### config.mk
export PLATFORM = sky130hd
export DESIGN_NAME = hbus_if
export DESIGN_NICKNAME = d
export VERILOG_FILES = /design/src/rtl/hbus_pkg.sv /design/src/rtl/hbus_sync.sv /design/src/rtl/hbus_edge.sv /design/src/rtl/hbus_nibble.sv /design/src/rtl/hbus_if.sv
export SDC_FILE = /design/constraint.sdc
export NUM_CORES = 1
export LEC_CHECK = 0
export CAP_MARGIN = 25
export CORE_MARGIN = 5
export CORE_UTILIZATION = 30
export CTS_CLUSTER_SIZE = 16
export DETAILED_ROUTE_END_ITERATION = 6
export SYNTH_ARGS = -nofsm -noshare
export SYNTH_HDL_FRONTEND = slang
export SYNTH_SLANG_ARGS = --single-unit
### constraint.sdc
create_clock -name clk -period 1.55 [get_ports clk]
set_input_delay 0.155 -clock clk [delete_from_list [all_inputs] [get_ports clk]]
set_output_delay 0.155 -clock clk [all_outputs]
set_load 0.01 [all_outputs]
### src/rtl/hbus_pkg.sv
// Shared types and constants for the host bus interface.
package hbus_pkg;
    localparam int BYTE_W   = 8;
    localparam int NIB_W    = BYTE_W / 2;
    localparam int ADDR_W   = BYTE_W - 1;
    // Instruction byte family that carries the width bit.
    localparam logic [2:0] FSET_TAG = 3'b001;
    localparam int FSET_WBIT = 4;

    // One normalized sample of the host bus: strobes made active-high.
    typedef struct packed {
        logic              wr_a;
        logic              rd_a;
        logic              rs;
        logic [BYTE_W-1:0] d;
    } smp_t;
endpackage

### src/rtl/hbus_sync.sv
// Multi-stage synchronizer for the sampled bus, plus one history stage.
// Assumes the bus changes slowly, so all bits settle together.
module hbus_sync #(
    parameter int W      = 11,
    parameter int STAGES = 2
) (
    input  logic         clk,
    input  logic         rst_n,
    input  logic [W-1:0] raw,
    output logic [W-1:0] cur,
    output logic [W-1:0] prev
);
    logic [STAGES:0][W-1:0] chain;

    // Shift the sample chain; the last stage keeps one cycle of history.
    always_ff @(posedge clk) begin
        if (!rst_n) begin
            chain <= '0;
        end else begin
            chain[0] <= raw;
            for (int i = 1; i <= STAGES; i++) begin
                chain[i] <= chain[i-1];
            end
        end
    end

    assign cur  = chain[STAGES-1];
    assign prev = chain[STAGES];
endmodule

### src/rtl/hbus_edge.sv
// Finds the end of a write or read transfer from two successive samples.
// The data and select of the event come from the older sample, which was
// taken while the strobe was still active.
module hbus_edge
    import hbus_pkg::*;
(
    input  smp_t              cur,
    input  smp_t              prev,
    output logic              wr_ev,
    output logic              rd_ev,
    output logic              ev_rs,
    output logic [BYTE_W-1:0] ev_d
);
    // Falling edge of each normalized strobe marks the end of a transfer.
    always_comb begin
        wr_ev = prev.wr_a & ~cur.wr_a;
        rd_ev = prev.rd_a & ~cur.rd_a;
        ev_rs = prev.rs;
        ev_d  = prev.d;
    end
endmodule

### src/rtl/hbus_nibble.sv
// Width register, nibble sequencer and core-side pulse generation.
// Assumes write and read events never occur in the same cycle.
module hbus_nibble
    import hbus_pkg::*;
(
    input  logic              clk,
    input  logic              rst_n,
    input  logic              wr_ev,
    input  logic              rd_ev,
    input  logic              ev_rs,
    input  logic [BYTE_W-1:0] ev_d,
    output logic              wr_pulse,
    output logic              wr_rs,
    output logic [BYTE_W-1:0] wr_byte,
    output logic              rd_ack,
    output logic              width8,
    output logic              lo_phase
);
    logic [NIB_W-1:0]  hi_q;
    logic [BYTE_W-1:0] byte_full;
    logic              emit;
    logic              fset;
    logic              new_w;

    // Join the stored upper nibble with the current one in 4-bit mode.
    always_comb begin
        byte_full = width8 ? ev_d : {hi_q, ev_d[BYTE_W-1:NIB_W]};
        emit      = wr_ev & (width8 | lo_phase);
        fset      = emit & ~ev_rs & (byte_full[BYTE_W-1:BYTE_W-3] == FSET_TAG);
        new_w     = byte_full[FSET_WBIT];
    end

    // Width, phase and held nibble state.
    always_ff @(posedge clk) begin
        if (!rst_n) begin
            width8   <= 1'b1;
            lo_phase <= 1'b0;
            hi_q     <= '0;
        end else begin
            if (fset && (new_w != width8)) begin
                width8   <= new_w;
                lo_phase <= 1'b0;
            end else if (!width8 && (wr_ev || rd_ev)) begin
                lo_phase <= ~lo_phase;
            end
            if (wr_ev && !width8 && !lo_phase) begin
                hi_q <= ev_d[BYTE_W-1:NIB_W];
            end
        end
    end

    // Registered one-cycle pulses toward the core.
    always_ff @(posedge clk) begin
        if (!rst_n) begin
            wr_pulse <= 1'b0;
            wr_rs    <= 1'b0;
            wr_byte  <= '0;
            rd_ack   <= 1'b0;
        end else begin
            wr_pulse <= emit;
            rd_ack   <= rd_ev & ev_rs & (width8 | lo_phase);
            if (emit) begin
                wr_rs   <= ev_rs;
                wr_byte <= byte_full;
            end
        end
    end

    AST_WR_SINGLE: assert property (@(posedge clk) disable iff (!rst_n)
        wr_pulse |=> !wr_pulse);
    AST_ACK_SINGLE: assert property (@(posedge clk) disable iff (!rst_n)
        rd_ack |=> !rd_ack);
    AST_PULSE_EXCL: assert property (@(posedge clk) disable iff (!rst_n)
        $onehot0({wr_pulse, rd_ack}));
    AST_PHASE_8BIT: assert property (@(posedge clk) disable iff (!rst_n)
        width8 |-> !lo_phase);
    AST_WIDTH_SRC: assert property (@(posedge clk) disable iff (!rst_n)
        !$stable(width8) |-> (wr_pulse && !wr_rs
            && (wr_byte[BYTE_W-1:BYTE_W-3] == FSET_TAG)));
endmodule

### src/rtl/hbus_if.sv
// Host bus interface top: normalizes the strapped bus style, synchronizes
// it, sequences nibbles and muxes the read word onto the data bus.
// Assumes bus_mode is static and strobes last several clock cycles.
module hbus_if
    import hbus_pkg::*;
#(
    parameter int SYNC_STAGES = 2
) (
    input  logic              clk,
    input  logic              rst_n,
    input  logic              bus_mode,
    input  logic              pin_a,
    input  logic              pin_b,
    input  logic              pin_rs,
    input  logic [BYTE_W-1:0] pin_d,
    output logic [BYTE_W-1:0] pin_dout,
    output logic              pin_oe,
    input  logic              core_busy,
    input  logic [ADDR_W-1:0] core_addr,
    input  logic [BYTE_W-1:0] core_dr,
    output logic              core_wr,
    output logic              core_wr_rs,
    output logic [BYTE_W-1:0] core_wr_byte,
    output logic              core_rd_ack
);
    localparam int SMP_W = $bits(smp_t);

    smp_t              raw_s, cur_s, prev_s;
    logic              wr_ev, rd_ev, ev_rs;
    logic [BYTE_W-1:0] ev_d;
    logic              width8, lo_phase;
    logic [BYTE_W-1:0] word;

    // Map the selected bus style onto active-high write/read strobes.
    always_comb begin
        raw_s.wr_a = bus_mode ? ~pin_a : (pin_b & ~pin_a);
        raw_s.rd_a = bus_mode ? ~pin_b : (pin_b &  pin_a);
        raw_s.rs   = pin_rs;
        raw_s.d    = pin_d;
    end

    hbus_sync #(.W(SMP_W), .STAGES(SYNC_STAGES)) u_sync (
        .clk  (clk),
        .rst_n(rst_n),
        .raw  (raw_s),
        .cur  (cur_s),
        .prev (prev_s)
    );

    hbus_edge u_edge (
        .cur  (cur_s),
        .prev (prev_s),
        .wr_ev(wr_ev),
        .rd_ev(rd_ev),
        .ev_rs(ev_rs),
        .ev_d (ev_d)
    );

    hbus_nibble u_nib (
        .clk     (clk),
        .rst_n   (rst_n),
        .wr_ev   (wr_ev),
        .rd_ev   (rd_ev),
        .ev_rs   (ev_rs),
        .ev_d    (ev_d),
        .wr_pulse(core_wr),
        .wr_rs   (core_wr_rs),
        .wr_byte (core_wr_byte),
        .rd_ack  (core_rd_ack),
        .width8  (width8),
        .lo_phase(lo_phase)
    );

    // Read word selection and nibble placement on the upper lines.
    always_comb begin
        word = cur_s.rs ? core_dr : {core_busy, core_addr};
        if (width8)
            pin_dout = word;
        else if (lo_phase)
            pin_dout = {word[NIB_W-1:0], {NIB_W{1'b0}}};
        else
            pin_dout = {word[BYTE_W-1:NIB_W], {NIB_W{1'b0}}};
        pin_oe = cur_s.rd_a;
    end
endmodule

==> parameters.txt, run 1 <==
Parameter                              Value

Status
  Outcome ... complete, but fails checks
  Violations in the final reports ... negative setup slack

STA
  Final number of max-transition violations ... 0
  Worst Skew ... 3.83 ps
  Slew HR ... 65.8%
  Clock period minus worst slack ... 1610 ps
  Highest attainable clock frequency ... 621 MHz
  Worst setup margin ... -60.0 ps
  Final total negative setup slack ... -137 ps
  Number of setup violations in the final report ... 3
  Period utilisation layout ... 104%
  Transition at the pin with the smallest max-transition slack ... 514 ps
  Unrepaired setup endpoints after global routing ... yes
  Final hold violation count ... 0

Global routing
  Global-route wire length before repair ... 6.20 mm
  Antenna violations before repair ... 0
  Vias in the first global route ... 1320
  Pin count of the biggest net entering global routing ... 34
  Tot GR Track Use ... 10.3%
  Final global-route overflow total ... 0

Worst setup path
  Setup slack of the worst register-to-register path ... 30 ps
  Startpoint of the most critical register-to-register path ... u_nib.width8
  Path type of the worst setup path ... reg -> out
  R2R depth ... 6
  Required time worst endpoint ... 1390 ps
  Sort of element at the start of the critical path ... register
  Maximum fanout count along the critical path ... 5
  CP delay by family, top ... multiplexers
  CP max stage delay ... 520 ps
  Worst path cell trace ... nand2b_4, mux4_2, buf_6
  Buffering stage count on the worst path with inverters included ... 1
  Cell depth of the worst setup path ... 3
  Worst-path cell with the longest stage delay ... sky130_fd_sc_hd__mux4_2
  Startpoint of the most critical setup path ... u_nib.width8
  Worst path arrival time ... 1450 ps
  Reg-to-reg critical path endpoint ... u_nib.lo_phase
  Critical path endpoint category ... primary output

Synth
  #FFs+latches synth ... 50
  Synthesized net count ... 202
  Cell types with the largest area share after synthesis ... sky130_fd_sc_hd__dfxtp_1 (55%), sky130_fd_sc_hd__and2_1 (11%), sky130_fd_sc_hd__mux2i_1 (6.6%)
  Post-Syn Area ... 1830 um^2
  Post-synth cell types ... 29
  Count of synthesis-stage warnings from yosys ... 0
  Number of instances in the synthesized netlist ... 172
  Cell taking the most area after synthesis ... sky130_fd_sc_hd__dfxtp_1
  Sequential area share after synthesis ... 54.6%
  Post-Synthesis Mean Instance Area ... 10.6 um^2
  Yosys top cell area share ... 54.6%

Clock tree
  TritonCTS clock tree ... built
  Clock Sinks ... 50
  Clock network latency to the later pin of the worst-skew pair ... 300 ps
  Clk pin slew, worst setup/hold paths ... 90 ps
  CTS H-tree depth ... 2
  Maximum root-to-sink buffer count ... 2
  Number of clock buffers inserted by TritonCTS ... 5
  Cell at the root of the clock tree ... sky130_fd_sc_hd__clkbuf_8

Min path
  Kind of path behind the tightest hold check ... in -> reg
  Worst hold path depth ... 2
  Startpoint of the most critical hold path ... pin_a
  End point of the worst hold path ... u_sync.chain[10]

Final layout
  Filler cells ... 584
  Core utilization of the finished layout ... 43.2%
  Antenna diodes ... 0
  Share of final-layout standard cells stronger than drive strength 1 ... 15.3%
  Layout Nets ... 259
  Final std cell area, no fill ... 2560 um^2
  Synthesis-to-finish area growth ... 39.5%

Floorplanning
  Top-level port count ... 50
  Width of the die ... 88.1 um
  Overall die height ... 88.1 um
  Die area ... 7770 um^2
  Core outline area ... 5920 um^2
  Initial Utilization ... 30.9%
  Number of standard-cell rows in the floorplan ... 28

Route
  Final ANT Viol Nets ... 0
  Number of DRC violations after detailed-routing iteration 0 ... 75
  DR vias ... 1326
  Detail-routed net length per standard cell ... 11.8 um
  Iteration count of the initial detailed-routing pass ... 4
  Number of remaining DRC errors ... 0
  Number of vias per cell after detailed routing ... 4.36
  DRT Wirelength ... 3.59 mm

Power
  Power per cell area ... 890 nW/um^2
  Power Total ... 2.27 mW
  Leakage ... 0.981 nW
  Worst supply voltage drop on vdd ... 0.588 mV

Placed design
  IO buf count ... 49
  Pre-CTS WS ... -139 ps
  Placed wire-length estimate after detailed placement ... 2.57 mm
  Cell area after placement ... 2430 um^2
  Placer's final routability congestion estimate ... 0.738

Flow run
  Max-Cap Viols ... 0
-- state kept, by name, summed over array words and instances (netlist names), 4 cells and up --
signal and count:
u_nib.wr_byte 8, u_sync.chain 11, u_sync.prev 11, u_sync.cur 11, u_nib.hi_q 4
-- logic make-up (layout without fill, tap and decap cells) --
| logic type | count (synthesis) | in the layout | synth area share, % |
|---|---|---|---|
| flip-flops | 50 | 50 | 54.6 |
| AO/OA/AOI/OAI | 31 | 31 | 10.2 |
| buffers and inverters | 12 | 69 | 2.87 |
| multiplexers | 17 | 17 | 12.1 |
| AND/OR/NAND/NOR | 62 | 62 | 20.2 |
-- metrics by stage --
| step | hold slack [ps] | instances |
|---|---|---|
| after floorplan | 234 | 172 |
| after global placement | 415 | 295 |
| after detailed placement | 417 | 295 |
| after CTS | 410 | 303 |
| after global routing | 411 | 304 |
| final | 426 | 304 |
-- worst max-delay path by stage --
stage | to | slack [ps]
CTS | pin_dout[5] | -90
finish | pin_dout[5] | -60
global route | pin_dout[5] | -120
floorplan | pin_dout[4] | 300
global placement | pin_dout[6] | -130
detailed placement | pin_dout[5] | -140
-- where the power goes --
part	internal [mW]	switching (mW)	total [mW]
Sequential	1.32	0.0144	1.34
Clock	0.308	0.407	0.715
Combinational	0.143	0.0780	0.221
-- cell type report --
cell class	count	area [um^2]	area share, %
well taps	75	93.8	3.67
multi-input cells	110	801	31.3
clock buffers	5	68.8	2.69
inverters	3	11.3	0.441
clock inverters	2	15.0	0.587
flip-flops and latches	50	1000	39.3
repair buffers	59	562	22.0
-- synthesized netlist by cell type, drive strengths merged --
cell,number
dfxtp,50
mux4,4
o21ai,6
or4b,1
nor4b,1
clkinv,1
buf,4
clkbuf,5
nor2b,2
a211oi,8
mux2i,12
mux2,1
or2,1
a311o,1
nand4bb,1
nand2,6
inv,2
nor2,8
o41a,1
nand3,1
nor3,5
a21oi,15
or3b,1
nand2b,4
and2,31
-- per-layer routing --
layer / track usage [%] / up-vias / wire [um]
li1: - / 700 / -
met5: 0 / - / 0
met4: 3.30 / 0 / 48
met2: 17.2 / 27 / 1730
met1: 13.2 / 591 / 1600
met3: 2.54 / 8 / 206
-- timing repair --
item / 4_1_cts / 5_1_grt
gates cloned: 0 / 0
buffers inserted: 1 / 1
hold endpoints to repair: 0 / 0
pin swaps: 0 / 1
resized for setup: 26 / 9
hold buffers: 0 / 0
endpoints found under the setup margin: 8 / 8
-- cell usage in the layout, fill, tap and decap left out, types with 2 or more instances in the layout --
cell type                         netlist  routed
sky130_fd_sc_hd__nor2_2                 1       2
sky130_fd_sc_hd__o21ai_1                1       3
sky130_fd_sc_hd__o21ai_0                5       3
sky130_fd_sc_hd__clkinvlp_4             0       2
sky130_fd_sc_hd__clkdlybuf4s50_1        0      41
sky130_fd_sc_hd__inv_1                  2       2
sky130_fd_sc_hd__nand2_1                6       6
sky130_fd_sc_hd__dfxtp_2                0       3
sky130_fd_sc_hd__nor3_1                 5       5
sky130_fd_sc_hd__buf_6                  0       4
sky130_fd_sc_hd__mux2i_1               12      12
sky130_fd_sc_hd__clkbuf_8               0       5
sky130_fd_sc_hd__dlygate4sd2_1          0       3
sky130_fd_sc_hd__buf_2                  3       2
sky130_fd_sc_hd__a211oi_1               8       8
sky130_fd_sc_hd__nand2b_1               3       3
sky130_fd_sc_hd__nor2b_1                2       2
sky130_fd_sc_hd__buf_4                  1       8
sky130_fd_sc_hd__a21oi_1               15      14
sky130_fd_sc_hd__mux4_2                 4       4
sky130_fd_sc_hd__and2_1                31      31
sky130_fd_sc_hd__nor2_1                 7       6
sky130_fd_sc_hd__dfxtp_1               50      47
Power figures use the tool's default switching activity.
==> inputs of run 2 (changes only) <==
--- a/config.mk
+++ b/config.mk
@@ -5,11 +5,15 @@
 export SDC_FILE = /design/constraint.sdc
 export NUM_CORES = 1
 export LEC_CHECK = 0
+export ABC_AREA = 1
 export CAP_MARGIN = 25
+export CELL_PAD_IN_SITES_DETAIL_PLACEMENT = 2
+export CELL_PAD_IN_SITES_GLOBAL_PLACEMENT = 2
 export CORE_MARGIN = 5
-export CORE_UTILIZATION = 30
+export CORE_UTILIZATION = 26
 export CTS_CLUSTER_SIZE = 16
 export DETAILED_ROUTE_END_ITERATION = 6
+export PLACE_DENSITY_LB_ADDON = 0.1
 export SYNTH_ARGS = -nofsm -noshare
 export SYNTH_HDL_FRONTEND = slang
 export SYNTH_SLANG_ARGS = --single-unit
==> parameters.txt, run 2 <==
Parameter                              Value

STA
  Final hold violation count ... 0
  Final number of max-transition violations ... 0
  Worst setup margin ... 52.3 ps
  Clock period minus worst slack ... 1500 ps
  Unrepaired setup endpoints after global routing ... yes
  Highest attainable clock frequency ... 668 MHz
  Period utilisation layout ... 96.6%
  Number of setup violations in the final report ... 0
  Slew HR ... 74.2%
  Transition at the pin with the smallest max-transition slack ... 386 ps
  Worst Skew ... 4.49 ps

Floorplanning
  Initial Utilization ... 26.4%
  Width of the die ... 95.3 um
  Die area ... 9090 um^2
  Number of standard-cell rows in the floorplan ... 31
  Core outline area ... 7180 um^2
  Overall die height ... 95.3 um
  Top-level port count ... 50

Global routing
  Pin count of the biggest net entering global routing ... 32
  Global-route wire length before repair ... 8.27 mm
  Antenna violations before repair ... 0
  Final global-route overflow total ... 0
  Tot GR Track Use ... 11.9%
  Vias in the first global route ... 1836

Placed design
  IO buf count ... 49
  Pre-CTS WS ... -51.9 ps
  Placed wire-length estimate after detailed placement ... 3.55 mm
  Placer's final routability congestion estimate ... 0.719
  Cell area after placement ... 2520 um^2

Synth
  Yosys top cell area share ... 52.9%
  Most frequently used cell type in the post-synthesis netlist ... sky130_fd_sc_hd__nand2_1
  Share of flip-flops with an asynchronous set or reset after synthesis ... 0%
  Cell types with the largest area share after synthesis ... sky130_fd_sc_hd__dfxtp_1 (53%), sky130_fd_sc_hd__nand2_1 (15%), sky130_fd_sc_hd__inv_1 (9.5%)
  #FFs+latches synth ... 50
  Count of synthesis-stage warnings from yosys ... 0
  EDFF count, synth ... 0
  List of most frequent post-synthesis cells ... sky130_fd_sc_hd__nand2_1 (74), sky130_fd_sc_hd__dfxtp_1 (50), sky130_fd_sc_hd__inv_1 (48)
  Synthesized net count ... 279
  Post-Syn Area ... 1890 um^2
  Cell taking the most area after synthesis ... sky130_fd_sc_hd__dfxtp_1
  Number of instances in the synthesized netlist ... 249
  Sequential area share after synthesis ... 52.9%
  Post-Synthesis Mean Instance Area ... 7.60 um^2
  Post-synth cell types ... 20
  Top_reg_cell synth ... sky130_fd_sc_hd__dfxtp_1

Route
  DRT Wirelength ... 4.76 mm
  Number of remaining DRC errors ... 0
  DR vias ... 1675
  Number of DRC violations after detailed-routing iteration 0 ... 36
  Final ANT Viol Nets ... 0
  Detail-routed net length per standard cell ... 11.8 um
  Iteration count of the initial detailed-routing pass ... 4
  Number of vias per cell after detailed routing ... 4.16

Final layout
  Commonest non-fill, non-tap cell in the layout ... sky130_fd_sc_hd__nand2_1
  Synthesis-to-finish area growth ... 39.6%
  Share of final-layout standard cells stronger than drive strength 1 ... 11.5%
  Commonest non-fill, non-tap cells in the layout ... sky130_fd_sc_hd__nand2_1 (73), sky130_fd_sc_hd__dfxtp_1 (49), sky130_fd_sc_hd__inv_1 (47)
  Layout Nets ... 333
  Core utilization of the finished layout ... 36.8%
  Antenna diodes ... 0
  Final std cell area, no fill ... 2640 um^2

Worst setup path
  Setup slack of the worst register-to-register path ... 160 ps
  Required time worst endpoint ... 1390 ps
  Worst path arrival time ... 1340 ps
  Critical path endpoint category ... primary output
  Buffering stage count on the worst path with inverters included ... 2
  CP max stage delay ... 440 ps
  CP delay by family, top ... flip-flops
  Worst-path cell with the longest stage delay ... sky130_fd_sc_hd__dfxtp_4
  Maximum fanout count along the critical path ... 8
  Sort of element at the start of the critical path ... register
  Path type of the worst setup path ... reg -> out
  Worst path cell trace ... buf_4, mux2i_4, o22ai_2, buf_2

Clock tree
  CTS H-tree depth ... 2
  Clk pin slew, worst setup/hold paths ... 90 ps
  Clock network latency to the later pin of the worst-skew pair ... 310 ps
  Number of clock buffers inserted by TritonCTS ... 5
  Clock Sinks ... 50
  Maximum root-to-sink buffer count ... 2
  Cell at the root of the clock tree ... sky130_fd_sc_hd__clkbuf_8
  TritonCTS clock tree ... built

Min path
  Kind of path behind the tightest hold check ... in -> reg

Power
  Power Total ... 2.43 mW
  Power per cell area ... 919 nW/um^2
  Worst supply voltage drop on vdd ... 0.461 mV
  Leakage ... 1.29 nW

Status
  Outcome ... complete, no violations

Flow run
  Max-Cap Viols ... 0
run 2: where the power goes:
part | switching (mW) | internal (mW)
clock | 0.465 | 0.368
combinational | 0.107 | 0.144
sequential | 0.0187 | 1.32
run 2: routing by layer:
metal	share of wire, %	GRT usage, %	vias up
met4	1.3	4.33	0
li1	-	-	854
met1	45	14.0	791
met2	51	20.9	23
met3	2.7	2.60	7
met5	0	0	-
run 2: stage by stage:
step	TNS, ps	instances	hold slack, ps
after floorplan	0	249	227
after global placement	-1.44	393	394
after detailed placement	-91.3	393	405
after CTS	-12.2	404	355
after global routing	-104	403	362
final	0	403	368
run 2: path summary, 6_finish.rpt:
kind | start | endpoint | cells past startpoint
worst max register to register | u_nib.width8 | u_nib.width8 | 8
worst min-delay path | pin_d[4] | u_sync.chain[4] | 3
worst min register to register | u_sync.chain[8] | u_sync.cur[8] | 2
worst max-delay path | u_sync.cur[8] | pin_dout[4] | 4
run 2: cell families after synthesis:
family          Yosys count  share of synthesized area [%]
compound gates           30                           8.99
buf+inv                  59                           12.9
flops                    50                           52.9
mux                       6                           3.17
simple gates            104                           22.1
run 2: repair_timing:
action,4_1_cts,5_1_grt
resized for setup,31,11
setup buffers,3,0
hold buffers,0,0
endpoints found under the setup margin,8,7
pin swaps,1,2
run 2: area by class of cell:
cell class | instances | area (um^2)
clock buffers | 6 | 82.6
well taps | 99 | 124
flip-flops and latches | 50 | 1000
repair buffers | 57 | 537
inverters | 49 | 184
clock inverters | 2 | 16.3
fillers | 840 | 4530
multi-input cells | 140 | 694
run 2: worst min-delay path, delay by kind of cell:
kind                   cells  cell delay, ps
and+or+nand+nor            1              60
buffers and inverters      2             420
